===== config.mk =====
export PLATFORM = sky130hd
export DESIGN_NAME = sio_bank_regs
export DESIGN_NICKNAME = d
export VERILOG_FILES = /design/src/rtl/sio_pkg.sv /design/src/rtl/sio_rate_gen.sv /design/src/rtl/sio_tx_fsm.sv /design/src/rtl/sio_rx_fsm.sv /design/src/rtl/sio_bank_regs.sv
export SDC_FILE = /design/constraint.sdc
export NUM_CORES = 1
export LEC_CHECK = 0
export BUFFER_PORTS_ARGS = -buffer_cell sky130_fd_sc_hd__buf_2
export CORE_MARGIN = 10
export CORE_UTILIZATION = 25
export CTS_BUF_LIST = sky130_fd_sc_hd__clkbuf_16
export DETAILED_ROUTE_END_ITERATION = 10
export GPL_TIMING_DRIVEN = 1
export HOLD_SLACK_MARGIN = 0.12
export PLACE_DENSITY = 0.36
export SYNTH_ARGS = -nofsm -noshare
export SYNTH_HDL_FRONTEND = slang
export SYNTH_SLANG_ARGS = --single-unit
export TNS_END_PERCENT = 100

===== constraint.sdc =====
create_clock -name clk -period 4.31 [get_ports clk]
set_clock_uncertainty 0.05 [all_clocks]
set_input_delay 0.431 -clock clk [delete_from_list [all_inputs] [get_ports clk]]
set_output_delay 0.431 -clock clk [all_outputs]
set_load 0.03 [all_outputs]

===== src/rtl/sio_pkg.sv =====
package sio_pkg;
    localparam int BYTE_W = 8;

    localparam logic [2:0] OFS_DATA  = 3'd0;
    localparam logic [2:0] OFS_IEN   = 3'd1;
    localparam logic [2:0] OFS_ID    = 3'd2;
    localparam logic [2:0] OFS_LCTL  = 3'd3;
    localparam logic [2:0] OFS_MCTL  = 3'd4;
    localparam logic [2:0] OFS_LSTAT = 3'd5;
    localparam logic [2:0] OFS_MSTAT = 3'd6;

    localparam logic [7:0] ID_NONE = 8'h01;
    localparam logic [7:0] ID_THRE = 8'h02;
    localparam logic [7:0] ID_RDA  = 8'h04;

    typedef enum logic [1:0] {TX_IDLE, TX_START, TX_DATA, TX_STOP} tx_state_t;
    typedef enum logic [2:0] {RX_IDLE, RX_START, RX_DATA, RX_STOP, RX_WAIT_HI} rx_state_t;
endpackage


===== src/rtl/sio_rate_gen.sv =====
module sio_rate_gen #(
    parameter int DIV_W = 16
) (
    input  logic             clk,
    input  logic             rst_n,
    input  logic [DIV_W-1:0] divisor,
    output logic             tick
);
    logic [DIV_W-1:0] cnt_q;

    always_comb tick = (divisor != '0) && (cnt_q >= divisor - 1'b1);

    always_ff @(posedge clk or negedge rst_n) begin
        if (!rst_n)
            cnt_q <= '0;
        else if (divisor == '0 || tick)
            cnt_q <= '0;
        else
            cnt_q <= cnt_q + 1'b1;
    end
endmodule


===== src/rtl/sio_tx_fsm.sv =====
module sio_tx_fsm
    import sio_pkg::*;
#(
    parameter int OVS = 16,
    parameter int W   = 8
) (
    input  logic         clk,
    input  logic         rst_n,
    input  logic         tick,
    input  logic         hold_full,
    input  logic [W-1:0] hold_data,
    output logic         take,
    output logic         txd,
    output logic         busy
);
    localparam int CW = $clog2(OVS);
    localparam int BW = $clog2(W);

    tx_state_t     state_q;
    logic [CW-1:0] os_q;
    logic [BW-1:0] bit_q;
    logic [W-1:0]  sh_q;
    logic          os_last;

    always_comb os_last = (os_q == CW'(OVS - 1));

    always_ff @(posedge clk or negedge rst_n) begin
        if (!rst_n) begin
            state_q <= TX_IDLE;
            os_q    <= '0;
            bit_q   <= '0;
            sh_q    <= '0;
        end else if (tick) begin
            unique case (state_q)
                TX_IDLE: begin
                    if (hold_full) begin
                        state_q <= TX_START;
                        sh_q    <= hold_data;
                        os_q    <= '0;
                    end
                end
                TX_START: begin
                    os_q <= os_last ? '0 : os_q + 1'b1;
                    if (os_last) begin
                        state_q <= TX_DATA;
                        bit_q   <= '0;
                    end
                end
                TX_DATA: begin
                    os_q <= os_last ? '0 : os_q + 1'b1;
                    if (os_last) begin
                        sh_q  <= sh_q >> 1;
                        bit_q <= bit_q + 1'b1;
                        if (bit_q == BW'(W - 1))
                            state_q <= TX_STOP;
                    end
                end
                TX_STOP: begin
                    os_q <= os_last ? '0 : os_q + 1'b1;
                    if (os_last)
                        state_q <= TX_IDLE;
                end
            endcase
        end
    end

    always_comb begin
        take = tick && (state_q == TX_IDLE) && hold_full;
        busy = (state_q != TX_IDLE);
        txd  = 1'b1;
        unique case (state_q)
            TX_IDLE:  txd = 1'b1;
            TX_START: txd = 1'b0;
            TX_DATA:  txd = sh_q[0];
            TX_STOP:  txd = 1'b1;
        endcase
    end
endmodule


===== src/rtl/sio_rx_fsm.sv =====
module sio_rx_fsm
    import sio_pkg::*;
#(
    parameter int OVS = 16,
    parameter int W   = 8
) (
    input  logic         clk,
    input  logic         rst_n,
    input  logic         tick,
    input  logic         rxd_s,
    output logic         load,
    output logic         ferr,
    output logic [W-1:0] data
);
    localparam int CW = $clog2(OVS);
    localparam int BW = $clog2(W);

    rx_state_t     state_q;
    logic [CW-1:0] os_q;
    logic [BW-1:0] bit_q;
    logic [W-1:0]  sh_q;
    logic          os_last;
    logic          os_half;

    always_comb begin
        os_last = (os_q == CW'(OVS - 1));
        os_half = (os_q == CW'(OVS / 2 - 1));
    end

    always_ff @(posedge clk or negedge rst_n) begin
        if (!rst_n) begin
            state_q <= RX_IDLE;
            os_q    <= '0;
            bit_q   <= '0;
            sh_q    <= '0;
        end else if (tick) begin
            unique case (state_q)
                RX_IDLE: begin
                    if (!rxd_s) begin
                        state_q <= RX_START;
                        os_q    <= '0;
                    end
                end
                RX_START: begin
                    if (os_half) begin
                        os_q    <= '0;
                        bit_q   <= '0;
                        state_q <= rxd_s ? RX_IDLE : RX_DATA;
                    end else begin
                        os_q <= os_q + 1'b1;
                    end
                end
                RX_DATA: begin
                    os_q <= os_last ? '0 : os_q + 1'b1;
                    if (os_last) begin
                        sh_q  <= {rxd_s, sh_q[W-1:1]};
                        bit_q <= bit_q + 1'b1;
                        if (bit_q == BW'(W - 1))
                            state_q <= RX_STOP;
                    end
                end
                RX_STOP: begin
                    os_q <= os_last ? '0 : os_q + 1'b1;
                    if (os_last)
                        state_q <= rxd_s ? RX_IDLE : RX_WAIT_HI;
                end
                RX_WAIT_HI: begin
                    if (rxd_s)
                        state_q <= RX_IDLE;
                end
                default: state_q <= RX_IDLE;
            endcase
        end
    end

    always_comb begin
        load = tick && (state_q == RX_STOP) && os_last && rxd_s;
        ferr = tick && (state_q == RX_STOP) && os_last && !rxd_s;
        data = sh_q;
    end
endmodule


===== src/rtl/sio_bank_regs.sv =====
module sio_bank_regs
    import sio_pkg::*;
#(
    parameter int DIV_W = 16,
    parameter int OVS   = 16
) (
    input  logic       clk,
    input  logic       rst_n,
    input  logic [2:0] addr,
    input  logic       wr_en,
    input  logic       rd_en,
    input  logic [7:0] wdata,
    output logic [7:0] rdata,
    output logic       txd,
    input  logic       rxd
);
    localparam int HI_W = DIV_W - BYTE_W;

    logic [7:0]       lctl_q, mctl_q, thr_q, rbr_q, div_lo_q;
    logic [HI_W-1:0]  div_hi_q;
    logic [3:0]       ien_q;
    logic             thr_full_q, dr_q, oe_q, fe_q;
    logic             rx_m_q, rx_s_q;
    logic [DIV_W-1:0] divisor;
    logic             dlab, tick, take, tx_busy, rx_load, rx_ferr;
    logic [7:0]       rx_data, lstat, idcode;
    logic             wr_thr, rd_rbr, rd_lstat;

    always_comb begin
        dlab     = lctl_q[7];
        divisor  = {div_hi_q, div_lo_q};
        wr_thr   = wr_en && (addr == OFS_DATA) && !dlab;
        rd_rbr   = rd_en && (addr == OFS_DATA) && !dlab;
        rd_lstat = rd_en && (addr == OFS_LSTAT);
    end

    sio_rate_gen #(.DIV_W(DIV_W)) u_rate (
        .clk(clk), .rst_n(rst_n), .divisor(divisor), .tick(tick)
    );

    sio_tx_fsm #(.OVS(OVS), .W(BYTE_W)) u_tx (
        .clk(clk), .rst_n(rst_n), .tick(tick), .hold_full(thr_full_q),
        .hold_data(thr_q), .take(take), .txd(txd), .busy(tx_busy)
    );

    sio_rx_fsm #(.OVS(OVS), .W(BYTE_W)) u_rx (
        .clk(clk), .rst_n(rst_n), .tick(tick), .rxd_s(rx_s_q),
        .load(rx_load), .ferr(rx_ferr), .data(rx_data)
    );

    always_ff @(posedge clk or negedge rst_n) begin
        if (!rst_n) begin
            rx_m_q <= 1'b1;
            rx_s_q <= 1'b1;
        end else begin
            rx_m_q <= rxd;
            rx_s_q <= rx_m_q;
        end
    end

    always_ff @(posedge clk or negedge rst_n) begin
        if (!rst_n) begin
            lctl_q   <= '0;
            mctl_q   <= '0;
            ien_q    <= '0;
            div_lo_q <= '0;
            div_hi_q <= '0;
            thr_q    <= '0;
        end else if (wr_en) begin
            unique case (addr)
                OFS_DATA: begin
                    if (dlab) div_lo_q <= wdata;
                    else      thr_q    <= wdata;
                end
                OFS_IEN: begin
                    if (dlab) div_hi_q <= wdata[HI_W-1:0];
                    else      ien_q    <= wdata[3:0];
                end
                OFS_LCTL: lctl_q <= wdata;
                OFS_MCTL: mctl_q <= wdata;
                default: ;
            endcase
        end
    end

    always_ff @(posedge clk or negedge rst_n) begin
        if (!rst_n) begin
            thr_full_q <= 1'b0;
            dr_q       <= 1'b0;
            oe_q       <= 1'b0;
            fe_q       <= 1'b0;
            rbr_q      <= '0;
        end else begin
            if (wr_thr)    thr_full_q <= 1'b1;
            else if (take) thr_full_q <= 1'b0;

            if (rx_load) begin
                rbr_q <= rx_data;
                dr_q  <= 1'b1;
            end else if (rd_rbr) begin
                dr_q <= 1'b0;
            end

            if (rx_load && dr_q && !rd_rbr) oe_q <= 1'b1;
            else if (rd_lstat)              oe_q <= 1'b0;

            if (rx_ferr)       fe_q <= 1'b1;
            else if (rd_lstat) fe_q <= 1'b0;
        end
    end

    always_comb begin
        lstat = {1'b0, !thr_full_q && !tx_busy, !thr_full_q, 1'b0, fe_q, 1'b0, oe_q, dr_q};
        if (dr_q && ien_q[0])
            idcode = ID_RDA;
        else if (!thr_full_q && ien_q[1])
            idcode = ID_THRE;
        else
            idcode = ID_NONE;
    end

    always_comb begin
        rdata = 8'h00;
        unique case (addr)
            OFS_DATA:  rdata = dlab ? div_lo_q : rbr_q;
            OFS_IEN:   rdata = dlab ? 8'(div_hi_q) : {4'b0000, ien_q};
            OFS_ID:    rdata = idcode;
            OFS_LCTL:  rdata = lctl_q;
            OFS_MCTL:  rdata = mctl_q;
            OFS_LSTAT: rdata = lstat;
            OFS_MSTAT: rdata = 8'h00;
            default:   rdata = 8'h00;
        endcase
    end
endmodule


---- Yosys cells after proc, flatten, opt, wreduce, memory -nomap -nowiden ----
Cells that the tools add are included.
word-level totals
  register bits after elaboration ......... 109
  input port bits ......................... 16
  output and inout bits ................... 9
  logic and storage cells ................. 157
cells by class
  add/sub/neg operators ................... 6
  $lt $le $gt $ge ......................... 1
  eq/ne operators ......................... 28
  multiplexer cells ....................... 45
  bitwise gates (word level) .............. 1
  reductions and logical operators ........ 54
operator list
  operator                 count
  $pmux W8 S6              1
  $mux W8                  5
  $mux W3                  11
  $mux W4                  5
  $reduce_and A3 Y1        6
  $logic_and A1 B1 Y1      17
  $add A16 B1 Y16 const B  1
  $ge A16 B16 Y1           1
  $logic_not A16 Y1        1
  $mux W16                 1
  $ne A2 B1 Y1 const B     8
  $pmux W8 S2              1
  $reduce_bool A16 Y1      1
  $reduce_bool A2 Y1       8
  $sub A16 B1 Y16 const B  1
  $eq A3 B3 Y1 const B     5
  $pmux W3 S5              1
  $mux W2                  7
  $eq A3 B2 Y1 const B     4
  $pmux W3 S2              2
  $pmux W4 S3              1
  $reduce_and A4 Y1        3
  $add A4 B1 Y4 const B    2
  $eq A4 B4 Y1 const B     2
  other kinds (21)         40

---- Logic depth before layout (Yosys ltp) ----
Gate-level depths: netlist of run 1.
  depth in word-level cells ............... 9
  depth in mapped cells ................... 15
  gate-level depth less buffers ........... 13

---- Cells and area by module ----
Synthesis of run 1 repeated with hierarchy kept, for this count alone.
second synthesis, totals
  cells, all modules ...................... 549
  area, all modules ....................... 6038.3 µm²
modules (own cells, without submodules)
  module         instances  cells each  area each (µm²)  seq. area each (µm²)
  sio_bank_regs  1          211         2715.1           1453.9
  sio_rate_gen   1          157         1371.3           400.4
  sio_tx_fsm     1          98          1022.2           425.4
  sio_rx_fsm     1          83          929.6            450.4

---- Least setup slack after synthesis of run 1 ----
No wires, ideal clock.
  path type ............................... register to register
  start point ............................. register div_lo_q[6]
  end point ............................... register rbr_q[0]
  library setup time ...................... 0.125 ns
  arrival time ............................ 3.829 ns
  data required time ...................... 4.135 ns
  setup slack ............................. 0.306 ns
  stages on the path, launching flop included .. 13
  buffers on the path ..................... 1
  clock period less this slack ............ 4.004 ns
  path through ............................ dfrtp_1 > or4_1 > or4_1 > nor4_1 > xnor2_1 > ha_1 > and4_2 > nand3_1 > a221o_1 > and4b_4 > buf_6 > nor4b_4 > mux2_2
on the way
  word-level cells in the longest chain between the ends .. 6
  elaborated cells on any way between the ends .. 7
  those cells by class .................... add/sub (1); order compare (1); reduce/logical (5)
ends and longest elaborated chain
  item                                  line                 source
  start: declaration                    sio_bank_regs.sv:19  logic [7:0] lctl_q, mctl_q, thr_q, rbr_q, div_lo_q;
  start signal: assignment              sio_bank_regs.sv:72  if (dlab) div_lo_q <= wdata;
  $sub A16 B1 Y16                       sio_rate_gen.sv:11   always_comb tick = (divisor != '0) && (cnt_q >= divisor - 1'b1);
  $ge A16 B16 Y1                        sio_rate_gen.sv:11
  $logic_and A1 B1 Y1 (*)               sio_rate_gen.sv:11
  $logic_and A1 B1 Y1 (*) (3 in a row)  sio_rx_fsm.sv:77     load = tick && (state_q == RX_STOP) && os_last && rxd_s;
  end signal: assignment                sio_bank_regs.sv:98  rbr_q <= rx_data;
  end: declaration                      sio_bank_regs.sv:19
Every way passes the cells marked *; elsewhere a longest branch is shown, timed or not.
A chain may end at the register's enable or synchronous reset.

---- Final worst setup path of run 1 ----
  start point ............................. register div_lo_q[6]
  end point ............................... register rbr_q[2]
The elaborated chain is that of the path after synthesis.

==> flow_metrics.py, run 1 <==
metrics = {
    "status": {
        "status": "finished clean",
    },
    "floorplanning": {
        "die_w_um": 173,
        "coreArea_mm2": 0.0228,
        "start_util": 0.255,
        "dieArea_mm2": 0.0298,
        "core.rowCount": 55,
        "io_pins": 25,
        "die_y_um": 173,
    },
    "worst_setup_path": {
        "critPathKind": "register to register",
        "cp.arrival_ps": 4260,
        "critical_path.startpoint_type": "register",
        "reg2reg_depth": 12,
        "required_ps": 4500,
        "ff2ff_setup_slack_ps": 240,
        "worstSetupEndpointType": "register",
        "cp_max_fo": 12,
    },
    "timing": {
        "worst_slew_pin_slew_ps": 759,
        "setup_tns_ps": 0,
        "rsz0062_at_grt": "false",
        "max_freq_mhz": 246,
        "maxSlewViolCount": 0,
        "slew_headroom": 0.494,
        "hold_viol": 0,
        "setup_viol": 0,
        "fin_crit_sh": 0.945,
        "fin_crit_ps": 4070,
    },
    "clocking": {
        "h-tree-depth": 3,
        "cts_buffers": 9,
        "tritoncts": "done",
        "clk_pin_slew_ps": 70,
        "clockBufferDepth": 2,
        "cts_num_sinks": 109,
        "root_buffer": "clkbuf_16",
        "clkLatencyLatePin_ps": 350,
    },
    "power": {
        "internal_power_mw": 2.12,
        "comb_power_share": 0.317,
        "power.total_mw": 3.35,
        "power.density_mw_per_mm2": 507,
        "ir_drop_uv": 223,
        "netSwitchingFraction": 0.368,
        "p_clk_frac": 0.236,
        "seqPwrFrac": 0.447,
        "p_leak_nw": 2.88,
        "p_sw_mw": 1.23,
    },
    "finish": {
        "layout_commonest_cell": "dfrtp_1",
        "largest_reg_flops": 16,
        "drive_above_1_share": 0.233,
        "final_cell_mix": "dfrtp_1 (107), mux2_2 (70), nor2_1 (41), nand2_1 (38), ha_1 (29)",
        "syn2layout_area_growth_pct": 13.5,
        "n_antenna_cell": 0,
        "largest_register": "u_rate.cnt_q",
        "layout.nets": 600,
    },
    "yosys": {
        "synth_seq_cells": 109,
        "seq_area_frac_synth": 0.470,
        "ys_warn_count": 0,
        "avgSynthCellArea_um2": 11.0,
        "synth-edff-count": 0,
        "syn-instance-count": 530,
        "ys.flop_type": "dfrtp_1",
        "synth_area_mm2": 0.00581,
        "synthesis.nets": 575,
        "synth_cell_type_count": 56,
        "synthArstFlopShare": 1.00,
    },
    "detailed_routing": {
        "drt_wl_total_um": 15400,
        "via_per_inst": 4.74,
        "first_iter_violations": 218,
        "drt_pre_antenna_iters": 5,
        "vias": 4135,
        "drc_errors": 0,
        "wl_per_cell_um": 17.7,
        "final_antenna_net_count": 0,
    },
    "grt": {
        "grt_max_degree": 56,
        "grt_use_total": 0.105,
        "grt_pass1_vias": 4195,
        "grt_pass1_wl_um": 25000,
        "grt_overflow": 0,
        "antenna_found_initial": 0,
    },
    "place": {
        "place_hpwl_um": 11400,
        "numPortBuffers": 24,
        "place_congestion": 0.758,
    },
    "job": {
        "cap_violations": 0,
    },
    "min_path": {
        "hold_path.class": "input port to async pin",
    },
}
power by group through the flow:
stage | clock network (mW) | registers [mW] | logic, mW
after floorplan | 0 | 1.41 | 0.820
after global placement | 0 | 1.51 | 1.05
after detailed placement | 0 | 1.52 | 1.07
after CTS | 0.829 | 1.50 | 1.08
after global routing | 0.863 | 1.54 | 1.22
final | 0.788 | 1.50 | 1.06
cell usage after synthesis (7+ instances only):
library cell  number  area [um2]
dfrtp_1          107        2680
mux2_2            70         788
nor2_1            41         154
nand2_1           38         143
ha_1              29         363
a21oi_1           20         100
nand3_1           20         100
nor3_1            18        90.1
clkbuf_1          17        63.8
xnor2_1           16         140
o21ai_0           14        70.1
xor2_1            14         123
inv_1             13        48.8
mux2i_1           10         100
a22o_1             9        78.8
a31oi_1            8        50.1
nor2b_1            7        43.8
area by class of cell:
type                            count  area [um2]
Clock buffer                        9         225
Clock inverter                      6        38.8
Fill cell                        2398       16200
Inverter                           13        48.8
Multi-Input combinational cell    386        2950
Sequential cell                   109        2730
Tap cell                          313         392
Timing Repair Buffer               36         215
worst max-delay path: stages (launching register included):
cell     delay [ps]
dfrtp_1         440
or4_1           620
or4_1           490
nor3_1          220
xnor2_1         100
ha_1            310
and4_2          250
nand3_1          70
a221o_1         290
and4b_4         270
nor4b_4         270
buf_4           220
mux2_2          350
path summary, 6_finish.rpt:
check / startpoint / endpoint
min reg2reg: rx_m_q / rx_s_q
max in group asynchronous: rst_n / ien_q[1]
min: rst_n / u_rx.bit_q[0]
max: div_lo_q[6] / rbr_q[2]
max reg2reg: div_lo_q[6] / rbr_q[2]
min in group clk: rx_m_q / rx_s_q
metrics by stage:
stage          hold slack, ps  utilization  cell area (um2)  setup WS (ps)  instances
3_5_place_dp              302        0.277             6320            194        856
6_report                  106        0.290             6600            238        872
2_1_floorplan            85.4            -             5810            306        530
4_1_cts                   131        0.289             6590            175        872
3_3_place_gp              301        0.277             6320            230        856
5_1_grt                   167        0.290             6600           37.4        872
logic make-up after synthesis:
group,count (synthesis),share of synthesized area
xor gates and xnor gates,30,0.0452
and+or+nand+nor,167,0.148
muxes,80,0.153
AOI/OAI and AO/OA,80,0.0971
buffers and inverters,35,0.0245
adders and majority gates,29,0.0624
DFF,109,0.470
repair_timing:
| action | CTS | global route |
|---|---|---|
| hold buffers | 1 | 0 |
| endpoints found under the setup margin | 0 | 15 |
| resized for setup | 0 | 2 |
| buffers inserted | 0 | 0 |
| endpoints found under the hold margin | 1 | 0 |
metal layers:
layer | vias to the layer above | part of all wire | track usage | wire (um)
li1 | 1978 | - | - | -
met1 | 2095 | 0.50 | 0.148 | 7780
met2 | 55 | 0.45 | 0.157 | 6920
met3 | 7 | 0.039 | 0.0285 | 597
met4 | 0 | 0.0075 | 0.0225 | 116
met5 | - | 0 | 0 | 0
Power figures use the tool's default switching activity.
==> run 2, diff against run 1 <==
- CORE_UTILIZATION: 25 -> 56
- PLACE_DENSITY: 0.36 -> 0.72
==> run 2 against run 1 <==
Global-route usage up 7.0 points. Sequential cell count unchanged. First-iteration DRC count up 46%. Worst hold slack better by 110 ps. Largest power group unchanged.
==> flow_metrics.py, run 2 (synthesis results as in run 1) <==
metrics = {
    "finish": {
        "largest_register": "u_rate.cnt_q",
        "n_antenna_cell": 0,
        "regArea_mm2": 0.00273,
        "multiInputGateArea_mm2": 0.00296,
        "final_area_mm2": 0.00637,
        "drive_above_1_share": 0.232,
        "final_cell_mix": "dfrtp_1 (107), mux2_2 (70), nor2_1 (41), nand2_1 (38), ha_1 (29)",
        "layout_commonest_cell": "dfrtp_1",
        "syn2layout_area_growth_pct": 9.58,
        "fill_cells": 813,
        "layout.nets": 596,
        "largest_reg_flops": 16,
    },
    "clocking": {
        "tritoncts": "done",
        "post-cts-setup-buffers": 0,
        "cts_num_sinks": 109,
        "clkLatencyLatePin_ps": 360,
        "clk_pin_slew_ps": 70,
        "root_buffer": "clkbuf_16",
        "h-tree-depth": 3,
        "clockBufferDepth": 2,
        "cts_buffers": 9,
    },
    "job": {
        "cap_violations": 0,
    },
    "place": {
        "place_congestion": 0.878,
        "numPortBuffers": 24,
        "place_hpwl_um": 9140,
        "dpl_cell_area_mm2": 0.00607,
        "pre_cts_ws_ps": 163,
    },
    "detailed_routing": {
        "final_antenna_net_count": 0,
        "vias": 4126,
        "first_iter_violations": 319,
        "via_per_inst": 5.96,
        "wl_per_cell_um": 18.1,
        "drt_pre_antenna_iters": 5,
        "drc_errors": 0,
        "drt_wl_total_um": 12500,
    },
    "grt": {
        "grt_overflow": 0,
        "grt_use_total": 0.176,
        "grt_pass1_vias": 4050,
        "grt_pass1_wl_um": 20900,
        "antenna_found_initial": 0,
        "grt_max_degree": 87,
    },
    "power": {
        "power.density_mw_per_mm2": 521,
        "p_leak_nw": 2.86,
        "ir_drop_uv": 382,
    },
    "worst_setup_path": {
        "critPathKind": "register to register",
        "worstSetupEndpointType": "register",
        "cp.arrival_ps": 4300,
        "crit_slowest_cell": "or3_2",
        "cp_max_fo": 12,
        "critical_path.startpoint_type": "register",
        "required_ps": 4500,
        "critical_path.top_delay_family": "simple AND/OR/NAND/NOR gates",
        "cpPeakStageDelay_ps": 590,
        "crit_buf_inv": 0,
        "worstPathCellList": "or4_4 > or4_1 > nor4_1 > xnor2_1 > ha_1 > and4_2 > nand3_1 > a221o_1 > and4b_4 > or3_2 > mux2_2",
    },
    "timing": {
        "fin_crit_sh": 0.952,
        "setup_viol": 0,
        "rsz0062_at_grt": "false",
        "slew_headroom": 0.294,
        "max_freq_mhz": 244,
        "worst_slew_pin_slew_ps": 1060,
        "setup_tns_ps": 0,
        "setup_slack_ps": 205,
        "maxSlewViolCount": 0,
        "hold_viol": 0,
        "fin_crit_ps": 4110,
    },
    "status": {
        "status": "finished clean",
    },
    "floorplanning": {
        "dieArea_mm2": 0.0149,
        "coreArea_mm2": 0.0102,
        "start_util": 0.568,
        "io_pins": 25,
        "die_w_um": 122,
        "core.rowCount": 37,
        "die_y_um": 122,
    },
    "min_path": {
        "hold_path.class": "input port to async pin",
    },
}
[run 2: changes by cell type in the layout (fill, tap and decap cells not counted), moves of 2 or more]
cell      before  now
buf_4         12    8
clkinv_2       2    0
clkinv_4       0    2
inv_6          2    0
nor3_1        18   16
nor3_2         1    3
[run 2: worst paths after layout]
check	start	to	slack (ps)	depth (start not counted)
max	div_lo_q[5]	u_rx.data[1]	200	11
min in group clk	rx_m_q	rx_s_q	320	0
min reg2reg	rx_m_q	rx_s_q	320	0
max reg2reg	div_lo_q[5]	u_rx.data[1]	200	11
min	rst_n	u_rx.bit_q[2]	210	1
max in group asynchronous	rst_n	mctl_q[7]	3040	2
[run 2: per-layer routing]
metal  part of all wire  wire [um]  global-route usage  up-vias
met5                  0          0                   0        -
met4              0.014        176              0.0484        0
met3              0.046        578              0.0513       14
met2               0.48       6000               0.275       84
met1               0.46       5780               0.233     2053
li1                   -          -                   -     1975
[run 2: cell type report]
class | count | area share
multi-input cells | 386 | 0.465
flip-flops and latches | 109 | 0.429
clock buffers | 9 | 0.0353
well taps | 136 | 0.0267
clock inverters | 7 | 0.00805
inverters | 13 | 0.00766
repair buffers | 32 | 0.0291
[run 2: report_power, final]
group	switching [mW]	internal, mW	leakage [nW]
clock	0.382	0.394	0.132
combinational	0.561	0.482	1.36
sequential	0.252	1.25	1.37
[run 2: what timing repair did]
action	CTS	global route
gates resized for setup	0	4
endpoints found under the hold margin	1	0
endpoints found under the setup margin	0	8
hold buffers	1	0
[run 2: per-stage QoR]
stage | util | hold WS [ps] | std cells | total power [mW]
after floorplan | - | 85.4 | 530 | 2.23
after global placement | 0.593 | 301 | 675 | 2.49
after detailed placement | 0.593 | 304 | 675 | 2.53
after CTS | 0.621 | 267 | 692 | 3.33
after global routing | 0.623 | 304 | 692 | 3.54
final | 0.623 | 214 | 692 | 3.32
